<file path="src/rtl/addsub_pkg.sv">
// Package: shared types for the dual-chain adder/subtractor.
package addsub_pkg;
    // Arithmetic mode chosen at run time by the shared control input.
    typedef enum logic {
        MODE_ADD = 1'b0,
        MODE_SUB = 1'b1
    } arith_mode_e;

    // Flags that travel with each result.
    typedef struct packed {
        logic co;
        logic ov;
    } flags_t;
endpackage

</file>
<file path="src/rtl/addsub_cell.sv">
// Module: addsub_cell
// One bit-cell carrying two carry chains. Chain 0 assumes the slice carry-in
// was 0 and chain 1 assumes it was 1. The cell makes one sum bit and one
// carry per chain. It assumes the operand B bit has already been inverted
// for subtraction.
module addsub_cell (
    input  logic a_i,
    input  logic b_i,
    input  logic c0_i,
    input  logic c1_i,
    output logic s0_o,
    output logic s1_o,
    output logic c0_o,
    output logic c1_o
);
    logic prop;
    logic gen;

    // Propagate and generate terms, shared by both chains.
    always_comb begin
        prop = a_i ^ b_i;
        gen  = a_i & b_i;
    end

    // Sum and carry for each assumed chain.
    always_comb begin
        s0_o = prop ^ c0_i;
        s1_o = prop ^ c1_i;
        c0_o = gen | (prop & c0_i);
        c1_o = gen | (prop & c1_i);
    end
endmodule

</file>
<file path="src/rtl/addsub_chain.sv">
// Module: addsub_chain
// A row of W bit-cells with both carry chains threaded through. Chain 0 enters
// with 0 and chain 1 enters with 1. The late select input then picks one chain's
// sums, its final carry and the carry that went into the top bit. The module
// assumes W >= 2.
module addsub_chain #(
    parameter int W = 10
) (
    input  logic [W-1:0] a_i,
    input  logic [W-1:0] b_i,
    input  logic         sel_i,
    output logic [W-1:0] sum_o,
    output logic         cout_o,
    output logic         cmsb_o
);
    logic [W:0]   ch0;
    logic [W:0]   ch1;
    logic [W-1:0] s0;
    logic [W-1:0] s1;

    assign ch0[0] = 1'b0;
    assign ch1[0] = 1'b1;

    genvar gi;
    generate
        for (gi = 0; gi < W; gi++) begin : g_cell
            addsub_cell u_cell (
                .a_i  (a_i[gi]),
                .b_i  (b_i[gi]),
                .c0_i (ch0[gi]),
                .c1_i (ch1[gi]),
                .s0_o (s0[gi]),
                .s1_o (s1[gi]),
                .c0_o (ch0[gi+1]),
                .c1_o (ch1[gi+1])
            );
        end
    endgenerate

    // Late select: the real slice carry picks one chain.
    always_comb begin
        sum_o  = sel_i ? s1        : s0;
        cout_o = sel_i ? ch1[W]    : ch0[W];
        cmsb_o = sel_i ? ch1[W-1]  : ch0[W-1];
    end
endmodule

</file>
<file path="src/rtl/addsub_outstage.sv">
// Module: addsub_outstage
// Output stage. With REG_OUT=1 it is a register with synchronous active-low
// reset, synchronous clear (clear wins over enable) and load enable. With
// REG_OUT=0 it passes its input straight through and ignores the clock controls.
module addsub_outstage #(
    parameter int W       = 10,
    parameter bit REG_OUT = 1'b1
) (
    input  logic                  clk,
    input  logic                  rst_n,
    input  logic                  en_i,
    input  logic                  clr_i,
    input  logic [W-1:0]          d_i,
    input  addsub_pkg::flags_t    f_i,
    output logic [W-1:0]          q_o,
    output addsub_pkg::flags_t    f_o
);
    generate
        if (REG_OUT) begin : g_reg
            logic [W-1:0]       q_r;
            addsub_pkg::flags_t f_r;

            // Register the result and flags: reset, clear, then load.
            always_ff @(posedge clk) begin
                if (!rst_n || clr_i) begin
                    q_r <= '0;
                    f_r <= '0;
                end else if (en_i) begin
                    q_r <= d_i;
                    f_r <= f_i;
                end
            end
            assign q_o = q_r;
            assign f_o = f_r;
        end else begin : g_bypass
            logic unused_ctl;
            assign unused_ctl = &{1'b0, clk, rst_n, en_i, clr_i};
            assign q_o = d_i;
            assign f_o = f_i;
        end
    endgenerate
endmodule

</file>
<file path="src/rtl/dualchain_addsub.sv">
// Module: dualchain_addsub
// Top of the adder/subtractor. In subtract mode it inverts operand B and forces
// the slice carry to 1, so carry_in is ignored. In add mode carry_in selects the
// chain. Overflow is the XOR of the carries into and out of the top bit of the
// selected chain. The output stage is chosen by REG_OUT.
module dualchain_addsub #(
    parameter int W       = 10,
    parameter bit REG_OUT = 1'b1
) (
    input  logic         clk,
    input  logic         rst_n,
    input  logic [W-1:0] opd_a,
    input  logic [W-1:0] opd_b,
    input  logic         carry_in,
    input  logic         sub_mode,
    input  logic         en,
    input  logic         clr,
    output logic [W-1:0] res,
    output logic         carry_out,
    output logic         ovfl
);
    import addsub_pkg::*;

    arith_mode_e  mode;
    logic [W-1:0] b_eff;
    logic         sel;
    logic [W-1:0] sum_c;
    logic         cout_c;
    logic         cmsb_c;
    flags_t       flags_c;
    flags_t       flags_q;

    // Operand conditioning and late chain select from the shared mode control.
    always_comb begin
        mode  = arith_mode_e'(sub_mode);
        b_eff = (mode == MODE_SUB) ? ~opd_b : opd_b;
        sel   = (mode == MODE_SUB) ? 1'b1   : carry_in;
    end

    addsub_chain #(.W(W)) u_chain (
        .a_i    (opd_a),
        .b_i    (b_eff),
        .sel_i  (sel),
        .sum_o  (sum_c),
        .cout_o (cout_c),
        .cmsb_o (cmsb_c)
    );

    // Flag formation from the selected chain.
    always_comb begin
        flags_c.co = cout_c;
        flags_c.ov = cout_c ^ cmsb_c;
    end

    addsub_outstage #(.W(W), .REG_OUT(REG_OUT)) u_out (
        .clk   (clk),
        .rst_n (rst_n),
        .en_i  (en),
        .clr_i (clr),
        .d_i   (sum_c),
        .f_i   (flags_c),
        .q_o   (res),
        .f_o   (flags_q)
    );

    assign carry_out = flags_q.co;
    assign ovfl      = flags_q.ov;
endmodule

</file>
<file path="config.mk">
export PLATFORM = sky130hd
export DESIGN_NAME = dualchain_addsub
export DESIGN_NICKNAME = d
export VERILOG_FILES = /design/src/rtl/addsub_pkg.sv /design/src/rtl/addsub_cell.sv /design/src/rtl/addsub_chain.sv /design/src/rtl/addsub_outstage.sv /design/src/rtl/dualchain_addsub.sv
export SDC_FILE = /design/constraint.sdc
export NUM_CORES = 1
export LEC_CHECK = 0
export BUFFER_PORTS_ARGS = -buffer_cell sky130_fd_sc_hd__buf_4
export CAP_MARGIN = 20
export CELL_PAD_IN_SITES_DETAIL_PLACEMENT = 0
export CELL_PAD_IN_SITES_GLOBAL_PLACEMENT = 2
export CORE_MARGIN = 1
export CORE_UTILIZATION = 25
export DETAILED_ROUTE_END_ITERATION = 10
export PLACE_DENSITY_LB_ADDON = 0.1
export SYNTH_ARGS = -nofsm -noshare
export SYNTH_HDL_FRONTEND = slang
export SYNTH_SLANG_ARGS = --single-unit
</file>
<file path="constraint.sdc">
create_clock -name clk -period 7.65 [get_ports clk]
set_clock_uncertainty 0.1 [all_clocks]
set_input_delay 1.53 -clock clk [delete_from_list [all_inputs] [get_ports clk]]
set_output_delay 1.53 -clock clk [all_outputs]
set_load 0.01 [all_outputs]
</file>
# == Yosys cells after proc, flatten, opt, wreduce, memory -nomap -nowiden ==
# Cells that the tools add are included.
# totals
register_bits,12
latchBits,0
ramBits,0
romBits,0
wordCells,88
memories,0
# classes
n_addsub,0
multipliers,0
div,0
magnitude_cmp,0
n_eq_ne,0
shift,0
n_mux,5
bitwise_logic,78
reduce_logical,2
# ops
cell,n
1-bit XOR,29
1-bit bitwise AND,28
10-bit 2-to-1 mux,2
1-bit bitwise OR,19
10-bit NOT,1
1-bit 2-to-1 mux,3
1-bit zero test,1
1-bit logical OR,1
1-bit NOT,1

# == Depth between registers and ports, before layout ==
# Gate-level depths: netlist of run 1.
# depth
depth_word,24
ltp_mapped,18
depth_no_buf,18

# == Hierarchy ==
# From an unflattened synthesis of run 1, not the netlist that was laid out.
# hier_totals
cells_unflattened,87
hier_area_um2,1133.6
# by_module_without_submodules
mod,instances,cells_per_inst,area_each_um2,seq_area_each_um2
addsub_outstage,1,39,427.9,240.2
addsub_cell,10,2,40.0,0.0
addsub_chain,1,15,191.4,0.0
dualchain_addsub,1,13,113.9,0.0

# == Least setup slack after synthesis of run 1 ==
# No wires, ideal clock.
# synth_path
path_type,input to register
start,in sub_mode
end,"reg u_out.g_reg.q_r[9], in the netlist u_out.q_o[9]"
t_arrival_ns,5.760
slack_ns,1.672
stages,17
path_buffers,0
path_cell_list,xor2_1 -> inv_1 -> ha_1 -> o21ai_0 -> o31ai_1 -> fa_1 -> fa_1 -> fa_1 -> fa_1 -> fa_1 -> fa_1 -> fa_1 -> fa_1 -> inv_1 -> fa_1 -> mux2i_1 -> nor2_1
# synth_between
elab_chain_len,21
word_cells_on_any_way,57
# synth_lines
element,line,rtl
from (decl),dualchain_addsub.sv:15,"input logic sub_mode,"
10-bit 2-to-1 mux,dualchain_addsub.sv:36,b_eff = (mode == MODE_SUB) ? ~opd_b : opd_b;
1-bit bitwise AND or 1-bit XOR (tied branches),"addsub_cell.sv:22, addsub_cell.sv:21",
1-bit bitwise OR,addsub_cell.sv:30,c1_o = gen | (prop & c1_i);
1-bit bitwise AND,addsub_cell.sv:30,
1-bit bitwise OR,addsub_cell.sv:30,
1-bit bitwise AND,addsub_cell.sv:30,
1-bit bitwise OR,addsub_cell.sv:30,
1-bit bitwise AND,addsub_cell.sv:30,
(+6 left out),n/a,
1-bit bitwise OR,addsub_cell.sv:30,
1-bit bitwise AND,addsub_cell.sv:30,
1-bit bitwise OR,addsub_cell.sv:30,
1-bit bitwise AND,addsub_cell.sv:30,
1-bit bitwise OR,addsub_cell.sv:30,
1-bit XOR,addsub_cell.sv:28,s1_o = prop ^ c1_i;
10-bit 2-to-1 mux *,addsub_chain.sv:42,sum_o = sel_i ? s1 : s0;
via sum_c[9],dualchain_addsub.sv:27,logic [W-1:0] sum_c;
to (signal assigned),addsub_outstage.sv:29,q_r <= d_i;
to (decl),addsub_outstage.sv:20,logic [W-1:0] q_r;
# Mark *: on every way through the listed nets, which the timed path passes. The rest lies on a longest branch.
# A chain may end at the register's enable or synchronous reset.

# == Final worst setup path of run 1 ==
# Ends and elaborated chain as after synthesis.

==> impl_metrics.py, run 1 <==
metrics = {
    "routing": {
        "wl_per_cell_um": 10.6,
        "drtIter0Drc": 15,
        "firstDrtPassIters": 7,
        "ant_nets": 0,
        "drcViolationCount": 2,
        "vias": 621,
        "viasPerCell": 4.25,
        "drt_wl_total_mm": 1.54,
    },
    "worst_setup_path": {
        "setup.worst_path.start": "sub_mode",
        "crit_end": "u_out.q_o[9]$_SDFFE_PP0P_",
        "cp-end-kind": "flip-flop",
        "crit_type": "input port to flip-flop",
        "reg2reg_to": "u_out.q_o[0]$_SDFFE_PP0P_",
        "critPathLaunchType": "input port",
        "required_ns": 7.69,
        "critPathArrivalTime_ns": 6.26,
        "r2r_slack_ns": 6.81,
        "timing.rr.start": "u_out.q_o[0]$_SDFFE_PP0P_",
        "path_max_fanout": 14,
        "r2r_cells": 3,
    },
    "synth": {
        "syn_area_per_cell_um2": 9.91,
        "synth.distinct_cells": 17,
        "synthCells": 79,
        "syn_area_um2": 783,
        "synth.top_cell.area_share": 0.307,
        "synth_seq_cells": 12,
        "synth_warnings": 0,
        "syn-num-nets": 116,
        "yosysSeqAreaShare": 0.307,
        "synth_top_area_cell": "dfxtp_1",
        "yosys-top-cells-area": "dfxtp_1, fa_1, xnor2_1",
    },
    "power_and_ir_drop": {
        "p_leak_nw": 0.517,
        "peakVddDrop_mv": 0.0577,
        "powerDensity_nw_per_um2": 148,
    },
    "timing": {
        "period_share": 0.813,
        "setup_viol": 0,
        "worst_pin_slew_ns": 0.490,
        "slew_headroom": 0.673,
        "rsz0062_at_grt": "no",
        "setup_tns_ns": 0,
        "hold_viol": 0,
        "period_minus_slack_ns": 6.22,
        "slew_violations": 0,
        "fmax_mhz": 161,
    },
    "clock_tree": {
        "clock_latency_ns": 0.26,
        "tritoncts": "yes",
        "cts_setup_buffers": 0,
        "ctsRootBufferMaster": "clkbuf_4",
        "ctsResizeCount": 0,
        "cts_hold_buf": 0,
        "numCtsBuffers": 3,
        "clkTransAtPathRegs_ns": 0.07,
        "cts_sinks": 12,
        "htreeDepth": 1,
        "cts.path.max_buffers": 2,
    },
    "finish": {
        "mostFrequentLayoutCell": "buf_4",
        "layout-drive-gt1-share": 0.348,
        "design_area_um2": 1100,
        "regArea_um2": 240,
        "multi_input_area_um2": 479,
        "final_cell_mix": "buf_4, nor2_1, dfxtp_1",
        "final_net_count": 154,
        "diodes": 0,
        "syn2layout_area_growth_pct": 40.4,
        "fillCellCount": 302,
        "stdcell_count": 146,
    },
    "run": {
        "cap_violations": 0,
    },
    "place": {
        "place_inst": 143,
        "dp_hpwl_mm": 1.23,
        "place_area_um2": 1080,
        "portBuffers": 37,
        "place_congestion": 0.661,
    },
    "global_route": {
        "grt_max_degree": 22,
        "grt_first_pass_wirelength_mm": 2.70,
        "antenna_found_initial": 0,
        "grt_pass1_vias": 638,
        "grt_usage": 0.106,
        "grt_overflow_total": 0,
    },
    "floorplanning": {
        "row_count": 19,
        "start_util": 0.275,
        "num_io_pins": 38,
        "die_height_um": 58.0,
        "dieWidth_um": 58.0,
        "die-area_um2": 3360,
        "core_area_um2": 2850,
    },
    "status": {
        "status": "finished, violations left",
        "violations": "design-rule violations",
    },
    "min_path": {
        "hp-class": "flip-flop to flip-flop",
    },
}
layout make-up:
| cell class | count | area share |
|---|---|---|
| Clock buffer | 3 | 0.0205 |
| Multi-Input combinational cell | 52 | 0.436 |
| Sequential cell | 12 | 0.218 |
| Tap cell | 31 | 0.0353 |
| Inverter | 11 | 0.0375 |
| Timing Repair Buffer | 37 | 0.253 |
registers in the layout, indices dropped and copies added (netlist names):
name,flops
u_out.f_o,2
u_out.q_o,10
synthesized netlist by cell type, drive strengths merged:
master and number:
nor2b 1, nor2 12, fa 9, a211oi 8, inv 11, a31oi 1
buf 4, ha 2, nand2b 1, xnor2 9, dfxtp 12, o21ai 2
mux2i 3, o31ai 1, xor2 2, or3 1
where the power goes:
part	internal (mW)	leakage [nW]	switching (mW)
clock network	0.0182	0.0138	0.0197
registers	0.0663	0.0981	0.00202
logic	0.0304	0.405	0.0259
total	0.115	0.517	0.0477
logic make-up after synthesis:
logic type	share of synthesized area
AOI/OAI and AO/OA	0.107
muxes	0.0383
DFF	0.307
and+or+nand+nor	0.0815
buffers and inverters	0.0815
xor gates and xnor gates	0.123
adders and majority gates	0.262
per-stage QoR:
stage                     hold slack (ns)   util  power [mW]  setup slack, ns
final                               0.384  0.386       0.163             1.43
after global routing                0.413  0.386       0.178             1.16
after CTS                           0.387  0.386       0.168             1.45
after detailed placement            0.376  0.378       0.128             1.15
after global placement              0.370  0.378       0.127             1.20
after floorplan                     0.398      -       0.104             1.67
how the worst min path moves through the flow:
stage / slack [ns] / from / endpoint / cells after the start
6_report: 0.38 / u_out.q_o[1]$_SDFFE_PP0P_ / u_out.q_o[1]$_SDFFE_PP0P_ / 2
5_1_grt: 0.41 / u_out.q_o[8]$_SDFFE_PP0P_ / u_out.q_o[8]$_SDFFE_PP0P_ / 2
4_1_cts: 0.39 / u_out.q_o[8]$_SDFFE_PP0P_ / u_out.q_o[8]$_SDFFE_PP0P_ / 2
3_5_place_dp: 0.38 / u_out.q_o[8]$_SDFFE_PP0P_ / u_out.q_o[8]$_SDFFE_PP0P_ / 2
3_3_place_gp: 0.37 / u_out.q_o[6]$_SDFFE_PP0P_ / u_out.q_o[6]$_SDFFE_PP0P_ / 2
2_1_floorplan: 0.40 / u_out.q_o[7]$_SDFFE_PP0P_ / u_out.q_o[7]$_SDFFE_PP0P_ / 2
routing by layer:
layer,track usage,up-vias,part of all wire
li1,-,324,-
met1,0.128,277,0.44
met2,0.182,20,0.50
met3,0.0156,0,0.060
met4,0.0510,0,0
met5,0,-,0
critical path, cell delays in order:
cell and delay [ns]:
buf_4 0.20, xor2_1 0.23, inv_1 0.06, ha_1 0.17, o21ai_0 0.08, o31ai_1 0.11
fa_1 0.39, fa_1 0.38, fa_1 0.39, fa_1 0.39, fa_1 0.40, fa_1 0.40
fa_1 0.43, fa_1 0.41, inv_1 0.08, fa_1 0.40, mux2i_1 0.14, nor2_1 0.05
Note: power is estimated with default switching activity, not from simulation.
==> run 2, diff against run 1 <==
- CORE_UTILIZATION: 25 -> 23
- clock period: 7.65 -> 5.43 ns (I/O delays scaled with it)
==> run 2 against run 1 <==
  * The flow now finishes without violations
  * Non-clock buffer count rose by 5
  * Cell count grew 13%
  * Sequential power grew 41%
  * Clock-buffer cell count increased by 1
  * Sequential share of layout area down 1.7 points
  * Critical path depth unchanged
  * Largest cell class unchanged
  * Hold slack worse by 0.0056 ns
  * Global-route usage down 1.4 points
==> impl_metrics.py, run 2 (synthesized netlist as in run 1, its figures left out) <==
metrics = {
    "global_route": {
        "grt_usage": 0.0921,
        "grt_pass1_vias": 637,
        "grt_max_degree": 22,
        "grt_overflow_total": 0,
        "antenna_found_initial": 0,
        "grt_first_pass_wirelength_mm": 2.48,
    },
    "place": {
        "place_inst": 161,
        "dp_hpwl_mm": 1.25,
        "portBuffers": 37,
        "pre_cts_slack_ns": -0.341,
        "place_congestion": 0.691,
    },
    "routing": {
        "drtIter0Drc": 11,
        "drt_wl_total_mm": 1.54,
        "viasPerCell": 3.90,
        "vias": 644,
        "ant_nets": 0,
        "wl_per_cell_um": 9.34,
        "firstDrtPassIters": 3,
        "drcViolationCount": 0,
    },
    "worst_setup_path": {
        "r2r_cells": 3,
        "r2r_slack_ns": 4.59,
        "required_ns": 5.48,
        "crit_type": "input port to flip-flop",
        "reg2reg_to": "u_out.q_o[0]$_SDFFE_PP0P_",
        "critPathLaunchType": "input port",
        "timing.rr.start": "u_out.q_o[0]$_SDFFE_PP0P_",
        "cp-end-kind": "flip-flop",
        "path_max_fanout": 2,
        "critPathArrivalTime_ns": 5.27,
    },
    "timing": {
        "slew_headroom": 0.676,
        "hold_viol": 0,
        "finalWorstSetupSlack_ns": 0.206,
        "slew_violations": 0,
        "setup_tns_ns": 0,
        "worst_pin_slew_ns": 0.486,
        "fmax_mhz": 191,
        "period_minus_slack_ns": 5.22,
        "setup_viol": 0,
        "period_share": 0.962,
    },
    "finish": {
        "final_net_count": 159,
        "fin_util": 0.379,
        "stdcell_count": 165,
        "largest_register_ffs": 10,
        "mostFrequentLayoutCell": "buf_4",
        "syn2layout_area_growth_pct": 52.6,
        "final_cell_mix": "buf_4, nor2_1, dfxtp_1",
        "layout-drive-gt1-share": 0.463,
        "diodes": 0,
    },
    "floorplanning": {
        "start_util": 0.248,
        "dieWidth_um": 60.4,
        "row_count": 20,
        "die-area_um2": 3640,
        "die_height_um": 60.4,
        "num_io_pins": 38,
        "core_area_um2": 3150,
    },
    "clock_tree": {
        "cts_setup_buffers": 0,
        "cts.path.max_buffers": 2,
        "cts_sinks": 12,
        "htreeDepth": 1,
        "numCtsBuffers": 3,
        "ctsRootBufferMaster": "clkbuf_4",
        "tritoncts": "yes",
        "clock_latency_ns": 0.27,
        "clkTransAtPathRegs_ns": 0.08,
    },
    "min_path": {
        "min_path_cells": 2,
        "hp-class": "flip-flop to flip-flop",
        "holdCritStartpoint": "u_out.q_o[8]$_SDFFE_PP0P_",
        "hold_end": "u_out.q_o[8]$_SDFFE_PP0P_",
    },
    "power_and_ir_drop": {
        "powerDensity_nw_per_um2": 213,
        "peakVddDrop_mv": 0.0896,
        "p_leak_nw": 0.542,
    },
    "run": {
        "cap_violations": 0,
    },
    "status": {
        "status": "completed",
    },
}
-- run 2: changes by cell type in the layout (fill, tap and decap cells not counted), sizes merged --
| cell | delta |
|---|---|
| clkbuf | +1 |
| buf | +5 |
-- run 2: where the power goes --
part / internal [mW] / switching (mW) / total, mW / leakage, nW
sequential: 0.0934 / 0.00283 / 0.0962 / 0.0981
combinational: 0.0491 / 0.0382 / 0.0873 / 0.422
clock: 0.0407 / 0.0296 / 0.0703 / 0.0210
-- run 2: worst max-delay path by stage --
| stage | slack [ns] | to | from |
|---|---|---|---|
| 2_1_floorplan | 0.03 | u_out.q_o[9]$_SDFFE_PP0P_ | sub_mode |
| 3_3_place_gp | -0.30 | u_out.q_o[9]$_SDFFE_PP0P_ | sub_mode |
| 3_5_place_dp | -0.34 | u_out.q_o[9]$_SDFFE_PP0P_ | sub_mode |
| 4_1_cts | 0.03 | u_out.q_o[9]$_SDFFE_PP0P_ | sub_mode |
| 5_1_grt | -0.01 | u_out.q_o[9]$_SDFFE_PP0P_ | sub_mode |
| 6_report | 0.21 | u_out.q_o[9]$_SDFFE_PP0P_ | sub_mode |
-- run 2: area by class of cell --
| type | count | area (um^2) |
|---|---|---|
| clock buffers | 4 | 36.3 |
| fillers | 331 | 1960 |
| inverters | 11 | 41.3 |
| multi-input cells | 52 | 507 |
| flip-flops and latches | 12 | 240 |
| well taps | 44 | 55.1 |
| repair buffers | 42 | 315 |
-- run 2: worst max-delay path, cell delays in order --
cell and delay [ns]:
buf_4 0.12, xor2_2 0.16, inv_1 0.06, ha_1 0.17, o21ai_0 0.06, o31ai_1 0.11
fa_2 0.35, fa_2 0.34, fa_2 0.34, fa_2 0.34, fa_2 0.35, fa_2 0.36
fa_2 0.42, fa_2 0.36, inv_2 0.06, fa_1 0.40, mux2i_1 0.14, nor2_1 0.05
-- run 2: repair_timing --
action	4_1_cts	5_1_grt
endpoints found under the setup margin	1	1
hold buffers	0	0
pin swaps	0	1
resized for setup	2	5
-- run 2: metal layers --
metal,wire (um),vias up,global-route usage,part of all wire
met5,0,-,0,0
met3,108,2,0.0384,0.070
met2,764,19,0.174,0.50
met4,18,0,0.0199,0.012
li1,-,335,-,-
met1,650,288,0.0935,0.42
-- run 2: stage by stage --
step | instance area, um^2 | total power, mW | hold WS (ns)
floorplan | 791 | 0.148 | 0.398
global route | 1190 | 0.276 | 0.414
detailed placement | 1140 | 0.186 | 0.371
CTS | 1180 | 0.258 | 0.382
finish | 1190 | 0.254 | 0.379
global placement | 1140 | 0.185 | 0.368
==> run 3, diff against run 2 <==
- BUFFER_PORTS_ARGS: -buffer_cell sky130_fd_sc_hd__buf_4 -> unset
- CORE_UTILIZATION: 23 -> 36
- DONT_BUFFER_PORTS: unset -> 1
- GPL_TIMING_DRIVEN: unset -> 0
- SYNTH_HIERARCHICAL: unset -> 1
==> run 3 against run 2 <==
  * Register-to-register slack gained 0.09 ns
  * Critical path type unchanged
  * Area after synthesis grew 45%
  * Critical endpoint is now u_out/f_o[0]$_SDFFE_PP0P_
  * Sequential share of layout area shrank 2.6 points
  * Global-route usage grew 2.9 points
==> impl_metrics.py, run 3 <==
metrics = {
    "worst_setup_path": {
        "required_ns": 5.49,
        "reg2reg_to": "u_out/q_o[8]$_SDFFE_PP0P_",
        "crit_type": "input port to flip-flop",
        "cp-end-kind": "flip-flop",
        "path_max_fanout": 4,
        "critPathArrivalTime_ns": 5.47,
        "critPathLaunchType": "input port",
        "r2r_slack_ns": 4.68,
        "r2r_cells": 2,
        "timing.rr.start": "u_out/q_o[8]$_SDFFE_PP0P_",
    },
    "synth": {
        "synth.distinct_cells": 12,
        "synth_top_area_cell": "fa_1",
        "syn_area_per_cell_um2": 13.0,
        "synth_seq_cells": 12,
        "synth.top_cell.area_share": 0.353,
        "yosysMostFrequentCell": "fa_1",
        "syn-num-nets": 133,
        "synth_warnings": 6,
        "synthMuxAreaShare": 0.258,
        "synth_compound_area_frac": 0,
        "yosysSeqAreaShare": 0.212,
        "synth_edf_count": 0,
        "synth-simple-area-share": 0.0508,
        "synth_top_family_by_area": "adder cells",
        "synthCells": 87,
        "synthAdderAreaFrac": 0.353,
        "synthTopCellsByCount": "fa_1, dfxtp_1, mux2i_1, nor2_1, xor2_1",
        "synth_ff_type": "dfxtp_1",
        "yosys-top-cells-area": "fa_1, dfxtp_1, mux2_4",
        "async_reset_ff_frac": 0,
        "synth_xor_area_frac": 0.0850,
        "syn_area_um2": 1130,
    },
    "power_and_ir_drop": {
        "power_uw": 296,
        "switching_share": 0.312,
        "peakVddDrop_mv": 0.0797,
        "pwr-share-comb": 0.471,
        "internal-power_uw": 204,
        "clock_power_share": 0.186,
        "switching_power_uw": 92.3,
        "p_leak_nw": 0.560,
        "powerDensity_nw_per_um2": 216,
        "pwr-share-seq": 0.343,
    },
    "clock_tree": {
        "ctsRootBufferMaster": "clkbuf_4",
        "clkTransAtPathRegs_ns": 0.07,
        "cts_sinks": 12,
        "numCtsBuffers": 3,
        "clock_latency_ns": 0.27,
        "cts_hold_buf": 0,
        "cts.path.max_buffers": 2,
        "tritoncts": "yes",
        "htreeDepth": 1,
    },
    "finish": {
        "fillCellCount": 259,
        "mostFrequentLayoutCell": "fa_2",
        "regArea_um2": 240,
        "final_cell_mix": "fa_2, mux2i_1, nor2_1, dfxtp_1",
        "syn2layout_area_growth_pct": 21.0,
        "largest_register_ffs": 10,
        "multi_input_area_um2": 923,
        "layout-drive-gt1-share": 0.495,
        "final_net_count": 147,
        "diodes": 0,
        "design_area_um2": 1370,
    },
    "place": {
        "pre_cts_slack_ns": -0.339,
        "place_congestion": 0.707,
        "portBuffers": 0,
        "place_area_um2": 1260,
        "dp_hpwl_mm": 1.53,
    },
    "global_route": {
        "grt_max_degree": 11,
        "antenna_found_initial": 0,
        "grt_first_pass_wirelength_mm": 2.96,
        "grt_pass1_vias": 630,
        "grt_overflow_total": 0,
        "grt_usage": 0.121,
    },
    "timing": {
        "setup_viol": 0,
        "period_share": 0.996,
        "period_minus_slack_ns": 5.41,
        "rsz0062_at_grt": "yes",
        "finalWorstSetupSlack_ns": 0.0222,
        "setup_tns_ns": 0,
        "slew_violations": 0,
        "hold_viol": 0,
        "fmax_mhz": 185,
    },
    "routing": {
        "drt_wl_total_mm": 1.90,
        "viasPerCell": 4.45,
        "drcViolationCount": 0,
        "drtIter0Drc": 8,
        "firstDrtPassIters": 3,
        "ant_nets": 0,
        "wl_per_cell_um": 13.5,
        "vias": 627,
    },
    "floorplanning": {
        "dieWidth_um": 58.1,
        "num_io_pins": 38,
        "row_count": 19,
        "die_height_um": 58.1,
        "start_util": 0.394,
        "die-area_um2": 3380,
        "core_area_um2": 2880,
    },
    "min_path": {
        "holdCritStartpoint": "u_out/f_o[0]$_SDFFE_PP0P_",
        "hold_end": "u_out/f_o[0]$_SDFFE_PP0P_",
        "hp-class": "flip-flop to flip-flop",
        "min_path_cells": 2,
    },
    "run": {
        "cap_violations": 0,
    },
    "status": {
        "status": "completed",
    },
}
[run 3: worst max-delay path, stage by stage]
cell and delay (ns):
buf_12 0.11, xor2_4 0.16, fa_2 0.37, fa_2 0.35, fa_2 0.35, fa_2 0.35
fa_2 0.35, fa_2 0.35, fa_2 0.35, fa_2 0.35, fa_2 0.38, fa_2 0.34
mux2_4 0.27, xor2_1 0.15, mux2i_1 0.13, nor2_1 0.05
[run 3: worst max path at each step]
stage,startpoint,endpoint,slack (ns),depth (start not counted)
6_report,sub_mode,u_out/f_o[0]$_SDFFE_PP0P_,0.02,16
5_1_grt,sub_mode,u_out/f_o[0]$_SDFFE_PP0P_,-0.09,16
4_1_cts,sub_mode,u_out/f_o[0]$_SDFFE_PP0P_,-0.02,16
3_5_place_dp,sub_mode,u_out/f_o[0]$_SDFFE_PP0P_,-0.34,16
3_3_place_gp,sub_mode,u_out/f_o[0]$_SDFFE_PP0P_,-0.29,16
2_1_floorplan,sub_mode,u_out/f_o[0]$_SDFFE_PP0P_,-0.15,16
[run 3: repair_timing]
item / 4_1_cts / 5_1_grt
pin swaps: 0 / 1
cloned: 0 / 1
buffers inserted: 0 / 8
setup endpoints to repair: 1 / 2
gates resized for setup: 1 / 0
hold endpoints to repair: 0 / 0
[run 3: cells by family after synthesis]
family | Yosys count
muxes | 24
adders and majority gates | 20
and+or+nand+nor | 14
DFF | 12
xor gates and xnor gates | 11
buffers and inverters | 4
other | 2
[run 3: through the flow]
step                hold WS, ns   util  cells
detailed placement        0.449  0.438    129
CTS                       0.462  0.447    132
floorplan                 0.431      -     87
global route              0.485  0.477    141
finish                    0.459  0.477    141
global placement          0.442  0.438    129
[run 3: layer usage]
metal | part of all wire | GRT usage | vias up | wire length (um)
met5 | 0 | 0 | - | 0
met4 | 0.0079 | 0.0714 | 0 | 15
met3 | 0.078 | 0.0313 | 2 | 149
met2 | 0.46 | 0.179 | 22 | 874
met1 | 0.45 | 0.161 | 300 | 860
li1 | - | - | 303 | -
[run 3: layout make-up]
| class | instances | share of cell area |
|---|---|---|
| Multi-Input combinational cell | 71 | 0.673 |
| Buffer | 4 | 0.0347 |
| Tap cell | 42 | 0.0383 |
| Sequential cell | 12 | 0.175 |
| Clock buffer | 3 | 0.0164 |
| Timing Repair Buffer | 9 | 0.0620 |
[run 3: power by group through the flow]
stage	Clock (mW)	Combinational (mW)	Sequential, mW
after detailed placement	0	0.137	0.104
after global placement	0	0.132	0.104
final	0.0549	0.139	0.102
after CTS	0.0575	0.137	0.102
after floorplan	0	0.115	0.102
after global routing	0.0603	0.159	0.102
